**config.mk**
```make
export PLATFORM = sky130hd
export DESIGN_NAME = blk_remap
export DESIGN_NICKNAME = d
export VERILOG_FILES = /design/src/rtl/blk_remap_pkg.sv /design/src/rtl/blk_remap_table.sv /design/src/rtl/blk_remap_fifo.sv /design/src/rtl/blk_remap_ctrl.sv /design/src/rtl/blk_remap.sv
export SDC_FILE = /design/constraint.sdc
export NUM_CORES = 1
export LEC_CHECK = 0
export BUFFER_PORTS_ARGS = -buffer_cell sky130_fd_sc_hd__buf_2
export CAP_MARGIN = 10
export CORE_MARGIN = 10
export CORE_UTILIZATION = 54
export CTS_CLUSTER_SIZE = 10
export DETAILED_ROUTE_END_ITERATION = 10
export GPL_TIMING_DRIVEN = 0
export MAX_ROUTING_LAYER = met4
export PLACE_DENSITY = 0.86
export SLEW_MARGIN = 15
export SYNTH_ARGS = -nofsm -noshare
export SYNTH_HDL_FRONTEND = slang
export SYNTH_SLANG_ARGS = --single-unit
export TNS_END_PERCENT = 30
```
**constraint.sdc**
```tcl
create_clock -name clk -period 2.7 [get_ports clk]
set_input_delay 0.135 -clock clk [delete_from_list [all_inputs] [get_ports clk]]
set_output_delay 0.135 -clock clk [all_outputs]
set_load 0.01 [all_outputs]
```
**src/rtl/blk_remap_pkg.sv**
```systemverilog
package blk_remap_pkg;
  localparam logic OP_LOOKUP  = 1'b0;
  localparam logic OP_REWRITE = 1'b1;

  typedef enum logic [1:0] {
    ST_INIT = 2'd0,
    ST_IDLE = 2'd1,
    ST_WAIT = 2'd2
  } remap_state_e;
endpackage

```
**src/rtl/blk_remap_table.sv**
```systemverilog
// Logical-to-physical map: one read-only port for lookups, one read/write
// port for the rewrite sequencer. Written without reset so it maps to RAM.
module blk_remap_table #(
  parameter int ENTRIES = 8,
  parameter int AW      = 3,
  parameter int DW      = 4
) (
  input  logic          clk,
  input  logic          a_re,
  input  logic [AW-1:0] a_addr,
  output logic [DW-1:0] a_q,
  input  logic          b_we,
  input  logic          b_re,
  input  logic [AW-1:0] b_addr,
  input  logic [DW-1:0] b_wd,
  output logic [DW-1:0] b_q
);
  logic [DW-1:0] mem [ENTRIES];

  // Port A: registered read, read-first against a same-edge port B write.
  always_ff @(posedge clk) begin
    if (a_re) a_q <= mem[a_addr];
  end

  // Port B: write or registered read.
  always_ff @(posedge clk) begin
    if (b_we) mem[b_addr] <= b_wd;
    if (b_re) b_q <= mem[b_addr];
  end
endmodule

```
**src/rtl/blk_remap_fifo.sv**
```systemverilog
// Free-block pool: circular FIFO with the head visible in the same cycle.
module blk_remap_fifo #(
  parameter int DEPTH = 4,
  parameter int DW    = 4
) (
  input  logic          clk,
  input  logic          rst,
  input  logic          push,
  input  logic [DW-1:0] push_data,
  input  logic          pop,
  output logic [DW-1:0] head,
  output logic          empty
);
  localparam int PW = (DEPTH > 1) ? $clog2(DEPTH) : 1;
  localparam int CW = $clog2(DEPTH + 1);

  logic [DW-1:0] mem [DEPTH];
  logic [PW-1:0] wr_ptr, rd_ptr;
  logic [CW-1:0] fill;

  function automatic logic [PW-1:0] ptr_next(input logic [PW-1:0] p);
    return (p == PW'(DEPTH - 1)) ? '0 : p + 1'b1;
  endfunction

  always_ff @(posedge clk) begin
    if (push) mem[wr_ptr] <= push_data;
  end

  always_ff @(posedge clk) begin
    if (rst) begin
      wr_ptr <= '0;
      rd_ptr <= '0;
      fill   <= '0;
    end else begin
      if (push) wr_ptr <= ptr_next(wr_ptr);
      if (pop)  rd_ptr <= ptr_next(rd_ptr);
      fill <= fill + CW'(push) - CW'(pop);
    end
  end

  assign head  = mem[rd_ptr];
  assign empty = (fill == '0);
endmodule

```
**src/rtl/blk_remap_ctrl.sv**
```systemverilog
// Initialisation walk, lookup acceptance and the single-outstanding
// rewrite sequence (take spare, erase/program, swap, recycle).
module blk_remap_ctrl
  import blk_remap_pkg::*;
#(
  parameter int NUM_LOG  = 8,
  parameter int NUM_PHYS = 12,
  parameter int LOG_W    = 3,
  parameter int PHYS_W   = 4
) (
  input  logic              clk,
  input  logic              rst,
  input  logic              req_valid,
  input  logic              req_op,
  input  logic [LOG_W-1:0]  req_log,
  input  logic              eng_done,
  input  logic [PHYS_W-1:0] fifo_head,
  input  logic              fifo_empty,
  input  logic [PHYS_W-1:0] tbl_b_q,
  output logic              lk_ready,
  output logic              rw_ready,
  output logic              rsp_lk_valid,
  output logic              rsp_rw_valid,
  output logic              rsp_rw_err,
  output logic [PHYS_W-1:0] rsp_rw_phys,
  output logic              eng_start,
  output logic [PHYS_W-1:0] eng_blk,
  output logic              tbl_a_re,
  output logic              tbl_b_we,
  output logic              tbl_b_re,
  output logic [LOG_W-1:0]  tbl_b_addr,
  output logic [PHYS_W-1:0] tbl_b_wd,
  output logic              fifo_push,
  output logic [PHYS_W-1:0] fifo_push_data,
  output logic              fifo_pop
);
  localparam int CNT_W = $clog2(NUM_PHYS + 1);

  remap_state_e      state;
  logic [CNT_W-1:0]  init_cnt;
  logic [LOG_W-1:0]  cur_log;
  logic [PHYS_W-1:0] new_blk;

  logic lk_acc, rw_acc, rw_take, init_tbl, init_pool, commit;

  assign lk_ready = (state != ST_INIT);
  assign rw_ready = (state == ST_IDLE);

  assign lk_acc  = req_valid && (req_op == OP_LOOKUP)  && lk_ready;
  assign rw_acc  = req_valid && (req_op == OP_REWRITE) && rw_ready;
  assign rw_take = rw_acc && !fifo_empty;
  assign commit  = (state == ST_WAIT) && eng_done;

  assign init_tbl  = (state == ST_INIT) && (init_cnt <  CNT_W'(NUM_LOG));
  assign init_pool = (state == ST_INIT) && (init_cnt >= CNT_W'(NUM_LOG));

  // Datapath steering for table port B and the pool.
  always_comb begin
    tbl_a_re       = lk_acc;
    tbl_b_we       = 1'b0;
    tbl_b_re       = 1'b0;
    tbl_b_addr     = req_log;
    tbl_b_wd       = new_blk;
    fifo_push      = 1'b0;
    fifo_push_data = tbl_b_q;
    fifo_pop       = 1'b0;
    if (init_tbl) begin
      tbl_b_we   = 1'b1;
      tbl_b_addr = init_cnt[LOG_W-1:0];
      tbl_b_wd   = init_cnt[PHYS_W-1:0];
    end else if (init_pool) begin
      fifo_push      = 1'b1;
      fifo_push_data = init_cnt[PHYS_W-1:0];
    end else if (rw_take) begin
      fifo_pop = 1'b1;
      tbl_b_re = 1'b1;
    end else if (commit) begin
      tbl_b_we   = 1'b1;
      tbl_b_addr = cur_log;
      fifo_push  = 1'b1;
    end
  end

  always_ff @(posedge clk) begin
    if (rst) begin
      state        <= ST_INIT;
      init_cnt     <= '0;
      cur_log      <= '0;
      new_blk      <= '0;
      rsp_lk_valid <= 1'b0;
      rsp_rw_valid <= 1'b0;
      rsp_rw_err   <= 1'b0;
      rsp_rw_phys  <= '0;
      eng_start    <= 1'b0;
      eng_blk      <= '0;
    end else begin
      rsp_lk_valid <= lk_acc;
      rsp_rw_valid <= 1'b0;
      rsp_rw_err   <= 1'b0;
      eng_start    <= 1'b0;
      case (state)
        ST_INIT: begin
          if (init_cnt == CNT_W'(NUM_PHYS - 1)) state <= ST_IDLE;
          init_cnt <= init_cnt + 1'b1;
        end
        ST_IDLE: begin
          if (rw_acc) begin
            if (fifo_empty) begin
              rsp_rw_valid <= 1'b1;
              rsp_rw_err   <= 1'b1;
              rsp_rw_phys  <= '0;
            end else begin
              state     <= ST_WAIT;
              cur_log   <= req_log;
              new_blk   <= fifo_head;
              eng_start <= 1'b1;
              eng_blk   <= fifo_head;
            end
          end
        end
        ST_WAIT: begin
          if (eng_done) begin
            state        <= ST_IDLE;
            rsp_rw_valid <= 1'b1;
            rsp_rw_phys  <= new_blk;
          end
        end
        default: state <= ST_INIT;
      endcase
    end
  end
endmodule

```
**src/rtl/blk_remap.sv**
```systemverilog
module blk_remap #(
  parameter int NUM_LOG    = 8,
  parameter int NUM_PHYS   = 12,
  parameter int SECT_OFF_W = 3,
  parameter int LOG_W      = $clog2(NUM_LOG),
  parameter int PHYS_W     = $clog2(NUM_PHYS),
  parameter int SEC_W      = LOG_W + SECT_OFF_W
) (
  input  logic              clk,
  input  logic              rst,
  input  logic              req_valid,
  input  logic              req_op,
  input  logic [SEC_W-1:0]  req_sector,
  output logic              lk_ready,
  output logic              rw_ready,
  output logic              rsp_lk_valid,
  output logic [PHYS_W-1:0] rsp_lk_phys,
  output logic              rsp_rw_valid,
  output logic              rsp_rw_err,
  output logic [PHYS_W-1:0] rsp_rw_phys,
  output logic              eng_start,
  output logic [PHYS_W-1:0] eng_blk,
  input  logic              eng_done
);
  localparam int FREE_N = NUM_PHYS - NUM_LOG;
  localparam int POOL_D = (FREE_N > 0) ? FREE_N : 1;

  logic [LOG_W-1:0]  req_log;
  logic              tbl_a_re, tbl_b_we, tbl_b_re;
  logic [LOG_W-1:0]  tbl_b_addr;
  logic [PHYS_W-1:0] tbl_b_wd, tbl_b_q;
  logic              fifo_push, fifo_pop, fifo_empty;
  logic [PHYS_W-1:0] fifo_push_data, fifo_head;

  // Sector offset within the block is dropped.
  assign req_log = req_sector[SEC_W-1:SECT_OFF_W];

  blk_remap_table #(.ENTRIES(NUM_LOG), .AW(LOG_W), .DW(PHYS_W)) u_table (
    .clk    (clk),
    .a_re   (tbl_a_re),
    .a_addr (req_log),
    .a_q    (rsp_lk_phys),
    .b_we   (tbl_b_we),
    .b_re   (tbl_b_re),
    .b_addr (tbl_b_addr),
    .b_wd   (tbl_b_wd),
    .b_q    (tbl_b_q)
  );

  blk_remap_fifo #(.DEPTH(POOL_D), .DW(PHYS_W)) u_pool (
    .clk       (clk),
    .rst       (rst),
    .push      (fifo_push),
    .push_data (fifo_push_data),
    .pop       (fifo_pop),
    .head      (fifo_head),
    .empty     (fifo_empty)
  );

  blk_remap_ctrl #(
    .NUM_LOG(NUM_LOG), .NUM_PHYS(NUM_PHYS), .LOG_W(LOG_W), .PHYS_W(PHYS_W)
  ) u_ctrl (
    .clk            (clk),
    .rst            (rst),
    .req_valid      (req_valid),
    .req_op         (req_op),
    .req_log        (req_log),
    .eng_done       (eng_done),
    .fifo_head      (fifo_head),
    .fifo_empty     (fifo_empty),
    .tbl_b_q        (tbl_b_q),
    .lk_ready       (lk_ready),
    .rw_ready       (rw_ready),
    .rsp_lk_valid   (rsp_lk_valid),
    .rsp_rw_valid   (rsp_rw_valid),
    .rsp_rw_err     (rsp_rw_err),
    .rsp_rw_phys    (rsp_rw_phys),
    .eng_start      (eng_start),
    .eng_blk        (eng_blk),
    .tbl_a_re       (tbl_a_re),
    .tbl_b_we       (tbl_b_we),
    .tbl_b_re       (tbl_b_re),
    .tbl_b_addr     (tbl_b_addr),
    .tbl_b_wd       (tbl_b_wd),
    .fifo_push      (fifo_push),
    .fifo_push_data (fifo_push_data),
    .fifo_pop       (fifo_pop)
  );
endmodule

```
==> results.json, run 1 <==
{
  "wl_per_cell_um": 18.5,
  "place_congestion": 0.861,
  "grt_use_total_pct": 15.3,
  "crit_type": "reg -> reg",
  "synthSimpleGateAreaFrac_pct": 11.7,
  "cts_root_buffer": "clkbuf_8",
  "syn_inst": 304,
  "grt_pass1_vias": 2573,
  "period_share_pct": 97.8,
  "path_cells": "inv_1 -> ha_2 -> nand3_2 -> o21bai_2 -> mux2i_1 -> mux2i_4 -> buf_6 -> or2_1 -> nor2_1",
  "drt_pass1_iterations": 6,
  "drc_errors": 0,
  "fin_skew_ns": 0.0106,
  "clk_latency_ns": 0.36,
  "syn-num-nets": 329,
  "worst_slack_ns": 0.0588,
  "tightest_slew_ns": 0.880,
  "drv_slew": 0,
  "grt_antenna_before_repair": 0,
  "r2r_cells": 9,
  "drv_cap": 0,
  "hp-class": "in -> reg",
  "cts_max_level": 3,
  "met2_usage_pct": 25.1,
  "place_ws_ns": -0.398,
  "synth-seq-area-share_pct": 57.1,
  "ioPinCount": 29,
  "antenna_cells": 0,
  "cp_slowest_stage_delay_ns": 0.37,
  "met3_usage_pct": 2.98,
  "vias": 2486,
  "dpl.hpwl_um": 5870,
  "power_density_nw_per_um2": 881,
  "cts_tree": "yes",
  "dieArea_um2": 11100,
  "grt_max_degree": 15,
  "ir_worst_vdd_mv": 0.351,
  "whs_endpoint": "u_ctrl.rsp_rw_err",
  "cp.arrival_ns": 2.64,
  "synth_seq_cells": 84,
  "avgSynthCellArea_um2": 12.9,
  "grt_pass1_wl_um": 13100,
  "synth-xor-area-share_pct": 1.12,
  "slew_headroom_pct": 40.7,
  "synthDistinctLibCells": 40,
  "synth_top_family_by_area": "multiplexers",
  "required_ns": 2.70,
  "rows": 31,
  "r2r-start": "u_ctrl.state[1]",
  "cts_buffers": 9,
  "core_area_um2": 7180,
  "synthMuxAreaShare_pct": 17.2,
  "clock_sinks": 84,
  "clockBufferDepth": 2,
  "hold_start": "req_valid",
  "io_buffer_count": 21,
  "hold_viol": 0,
  "grt_overflow_total": 0,
  "yosysWarnings": 0,
  "postRouteWirelength_um": 8170,
  "p_leak_uw": 0.00163,
  "path_clk_slew_ns": 0.08,
  "finalCriticalPeriod_ns": 2.64,
  "total_power_uw": 3930,
  "grt.met1_usage_pct": 17.7,
  "drive_gt1_share_pct": 25.4,
  "startpoint_type": "flip-flop",
  "busiest_layer": "met2",
  "end_kind": "flip-flop",
  "dr.first_iter.drc_count": 188,
  "vias_per_cell": 5.62,
  "start_util_pct": 54.7,
  "path_max_fanout": 10,
  "synth_compound_area_share_pct": 4.97,
  "ff2ff_setup_slack_ns": 0.06,
  "rsz0062_at_grt": "yes",
  "die_x_um": 105,
  "die_y_um": 105,
  "status": "finished clean",
  "ant_nets": 0,
  "timing.rr.end": "u_table.mem[1][1]",
  "fmax_mhz": 379,
  "setup_viol": 0,
  "syn_area_um2": 3930,
  "slowest_stage": "nor2_1",
  "layout.nets": 363,
  "syn2layout_area_growth_pct": 13.7,
  "synth_adder_area_share_pct": 4.65,
  "worstHoldPathCells": 3
}
==> through the flow <==
step	hold slack, ns	TNS (ns)	cell area, um^2	util (%)	std cells
2_1_floorplan	0.295	0	3930	-	304
3_3_place_gp	0.437	-0.652	4160	57.9	424
3_5_place_dp	0.441	-1.41	4160	57.9	424
4_1_cts	0.0605	-0.210	4410	61.5	440
5_1_grt	0.0799	-0.302	4460	62.2	442
6_report	0.0716	0	4460	62.2	442
==> report_power, final <==
part | total (uW) | switching, uW | internal (uW)
Clock | 985 | 436 | 549
Combinational | 1220 | 688 | 532
Sequential | 1730 | 88.2 | 1640
==> worst max-delay path, delay by kind of cell, from the launching register on <==
kind | cells | cell delay [ns]
muxes | 2 | 0.50
buffers and inverters | 2 | 0.27
adders and majority gates | 1 | 0.23
and+or+nand+nor | 3 | 0.73
DFF | 1 | 0.34
AOI/OAI and AO/OA | 1 | 0.21
==> cell type report <==
type,instances,area [um^2]
buffer,15,105
clock buffer,11,141
clock inverter,5,85.1
fill,504,2710
inverter,11,41.3
multi-input combinational,194,1600
sequential,84,2240
tap,99,124
timing repair buffer,23,120
==> routing by layer <==
metal / vias to the layer above / share of wire, % / wire (um)
met5: - / 0 / 0
met4: 0 / 1.4 / 111
met3: 9 / 6.8 / 552
met2: 78 / 51 / 4180
met1: 1237 / 41 / 3330
li1: 1162 / - / -
==> how the worst max path moves through the flow <==
stage | from | cells after the start | end
2_1_floorplan | u_ctrl.state[0] | 13 | u_pool.fill[2]
3_3_place_gp | u_ctrl.state[0] | 13 | u_pool.fill[2]
3_5_place_dp | u_ctrl.state[0] | 13 | u_pool.fill[2]
4_1_cts | u_ctrl.state[1] | 9 | u_table.mem[0][3]
5_1_grt | u_ctrl.state[1] | 9 | u_table.mem[1][1]
6_report | u_ctrl.state[1] | 9 | u_table.mem[1][1]
==> cells in the mapped netlist, drive strengths merged <==
| cell | count | area [um^2] |
|---|---|---|
| a211oi | 1 | 7.51 |
| a21boi | 1 | 7.51 |
| a21oi | 16 | 80.1 |
| and2 | 6 | 37.5 |
| and4b | 1 | 10.0 |
| buf | 9 | 66.3 |
| clkbuf | 6 | 22.5 |
| dfxtp | 28 | 561 |
| edfxtp | 56 | 1680 |
| fa | 1 | 20.0 |
| ha | 13 | 163 |
| inv | 11 | 41.3 |
| mux2 | 9 | 101 |
| mux2i | 29 | 303 |
| mux4 | 12 | 270 |
| nand2 | 38 | 143 |
| nand2b | 9 | 56.3 |
| nand3 | 8 | 45.0 |
| nand4 | 1 | 6.26 |
| nor2 | 18 | 67.6 |
| nor2b | 5 | 31.3 |
| nor3 | 3 | 26.3 |
| nor3b | 3 | 22.5 |
| o2111a | 1 | 12.5 |
| o211ai | 1 | 21.3 |
| o21a | 1 | 7.51 |
| o21ai | 8 | 40.0 |
| o21bai | 1 | 7.51 |
| o221a | 1 | 11.3 |
| or2 | 2 | 12.5 |
| xnor2 | 3 | 26.3 |
| xor2 | 2 | 17.5 |
==> state kept, by name, summed over array words and instances (netlist names) <==
| register | count |
|---|---|
| u_ctrl.init_cnt | 4 |
| u_pool.wr_ptr | 2 |
| u_ctrl.cur_log | 3 |
| u_ctrl.rsp_rw_phys | 4 |
| u_table.mem | 32 |
| u_ctrl.eng_start | 1 |
| u_pool.mem | 16 |
| u_table.a_q | 4 |
| u_ctrl.rsp_rw_err | 1 |
| u_ctrl.rsp_lk_valid | 1 |
| u_table.b_q | 4 |
| u_pool.fill | 3 |
| u_ctrl.state | 2 |
| u_ctrl.eng_blk | 4 |
| u_pool.rd_ptr | 2 |
| u_ctrl.rsp_rw_valid | 1 |
==> layout by cell type (no fill, tap or decap), types with 2 or more instances in the layout <==
cell and instances:
ha_1 11, buf_2 24, edfxtp_1 56, nor2_1 17
and2_1 6, nor3_1 2, mux4_2 12, buf_4 2
ha_2 2, nor3b_2 2, dfxtp_1 27, inv_1 10
xnor2_1 3, clkbuf_8 10, o21ai_0 6, clkbuf_1 7
bufinv_16 2, clkinv_4 2, a21oi_1 16, buf_6 4
mux2i_1 28, nand2_1 36, o21ai_1 2, mux2_2 9
nand2b_1 7, xor2_1 2, nor2b_1 5, nand3_1 7
==> kinds of logic after synthesis <==
family                   Yosys count
multiplexers                      50
AO/OA/AOI/OAI                     31
flip-flops                        84
AND/OR/NAND/NOR                   94
XOR/XNOR                           5
buffers and inverters             26
adder cells (fa/ha/maj)           14
==> timing repair <==
item / 4_1_cts / 5_1_grt
setup endpoints to repair: 19 / 26
resized for setup: 11 / 11
hold endpoints to repair: 0 / 0
hold buffers: 0 / 0
gates cloned: 0 / 0
setup buffers: 0 / 2
Power figures use the tool's default switching activity.
==> run 2: changes to the inputs <==
==> constraint.sdc (replaced) <==
create_clock -name clk -period 2.7 [get_ports clk]
set_input_delay 0.135 -clock clk [delete_from_list [all_inputs] [get_ports clk]]
set_output_delay 0.135 -clock clk [all_outputs]
set_load 0.1 [all_outputs]
==> results.json, run 2 (synthesis gave the netlist of run 1 again) <==
{
  "clock_sinks": 84,
  "grt_max_degree": 15,
  "dpl.hpwl_um": 5600,
  "largest_register_ffs": 32,
  "fill_cells": 517,
  "start_util_pct": 54.7,
  "drt_pass1_iterations": 5,
  "layout.nets": 361,
  "cts_tree": "yes",
  "clockBufferDepth": 2,
  "die_y_um": 105,
  "io_buffer_count": 21,
  "grt_pass1_wl_um": 12300,
  "holdWs_ns": 0.0760,
  "power_frac_seq_pct": 44.9,
  "postRouteWirelength_um": 7790,
  "worstHoldPathCells": 3,
  "slew_headroom_pct": 46.0,
  "dr.first_iter.drc_count": 198,
  "period_share_pct": 95.6,
  "syn2layout_area_growth_pct": 12.3,
  "r2r_cells": 10,
  "grt_antenna_before_repair": 0,
  "hold_viol": 0,
  "power_density_nw_per_um2": 872,
  "crit_type": "reg -> reg",
  "vias": 2497,
  "drv_slew": 0,
  "dieArea_um2": 11100,
  "vias_per_cell": 5.68,
  "drv_cap": 0,
  "cts_hold_buf": 0,
  "tightest_slew_ns": 0.801,
  "end_kind": "flip-flop",
  "drc_errors": 0,
  "antenna_cells": 0,
  "hp-class": "in -> reg",
  "cts_setup_buffers": 0,
  "die_x_um": 105,
  "place_congestion": 0.825,
  "total_power_uw": 3840,
  "wl_per_cell_um": 17.7,
  "path_max_fanout": 10,
  "grt_pass1_vias": 2443,
  "cts_root_buffer": "clkbuf_8",
  "setup_viol": 0,
  "grt_use_total_pct": 14.5,
  "ioPinCount": 29,
  "mostFrequentLayoutCells": "56 x edfxtp_1, 36 x nand2_1, 28 x mux2i_1",
  "p_leak_uw": 0.00158,
  "rows": 31,
  "comb_power_share_pct": 35.3,
  "fin_skew_ns": 0.00819,
  "top_regs": "u_table.mem (32), u_pool.mem (16)",
  "swShare_pct": 34.7,
  "finalCriticalPeriod_ns": 2.58,
  "path_clk_slew_ns": 0.08,
  "drive_gt1_share_pct": 24.9,
  "regMostFlops": "u_table.mem",
  "required_ns": 2.70,
  "cts_buffers": 9,
  "core_area_um2": 7180,
  "startpoint_type": "flip-flop",
  "ant_nets": 0,
  "ir_worst_vdd_mv": 0.353,
  "place_ws_ns": -0.374,
  "layout_commonest_cell": "edfxtp_1",
  "cp.arrival_ns": 2.58,
  "clk_latency_ns": 0.35,
  "switching_power_uw": 1330,
  "grt_overflow_total": 0,
  "clockPowerShare_pct": 19.8,
  "setup_tns_ns": 0,
  "cts_max_level": 3,
  "cell_internal_pwr_uw": 2510,
  "status": "finished clean",
  "fmax_mhz": 388,
  "worst_slack_ns": 0.120
}
[run 2: per-stage QoR]
step	utilization, %	cell area [um^2]	cells
floorplan	-	3950	304
global placement	58.2	4180	424
detailed placement	58.2	4180	424
CTS	61.0	4380	440
global route	61.4	4410	440
finish	61.4	4410	440
[run 2: worst max-delay path: stages (launching register included)]
cell and delay [ns]:
dfxtp_2 0.38, inv_2 0.06, ha_1 0.20, buf_6 0.14
nand2_1 0.10, o21bai_4 0.15, mux2i_1 0.36, mux2i_4 0.16
buf_6 0.18, nand2b_1 0.16, nor2_1 0.35
[run 2: per-layer routing]
layer,vias up,wire [um],part of all wire (%),global-route usage [%]
met2,119,3610,46,22.1
met5,-,0,0,-
met4,0,162,2.1,6.47
met1,1207,3290,42,17.6
li1,1153,-,-,-
met3,18,725,9.3,4.14
[run 2: area by class of cell]
| class | count | area [um^2] | share of cell area, % |
|---|---|---|---|
| clock inverters | 6 | 41.3 | 0.936 |
| well taps | 99 | 124 | 2.81 |
| inverters | 11 | 45.0 | 1.02 |
| repair buffers | 21 | 105 | 2.38 |
| plain buffers | 15 | 105 | 2.38 |
| clock buffers | 10 | 128 | 2.89 |
| flip-flops and latches | 84 | 2240 | 50.9 |
| multi-input cells | 194 | 1620 | 36.7 |
[run 2: worst paths after layout]
| kind | from | to | slack, ns |
|---|---|---|---|
| setup reg to reg | u_ctrl.state[0] | u_table.mem[3][1] | 0.12 |
| hold / removal | req_valid | u_ctrl.rsp_rw_err | 0.08 |
| hold reg to reg | u_ctrl.rsp_rw_phys[3] | u_ctrl.rsp_rw_phys[3] | 0.47 |
| setup / recovery | u_ctrl.state[0] | u_table.mem[3][1] | 0.12 |
[run 2: power groups by stage]
stage,Clock [uW],Combinational [uW],Sequential (uW)
2_1_floorplan,0,1000,1760
3_3_place_gp,0,1280,1740
3_5_place_dp,0,1300,1750
4_1_cts,772,1340,1720
5_1_grt,826,1450,1750
6_report,763,1360,1720
[run 2: timing repair]
item / 4_1_cts / 5_1_grt
setup endpoints to repair: 18 / 20
gates resized for setup: 10 / 7
pin swaps: 0 / 2
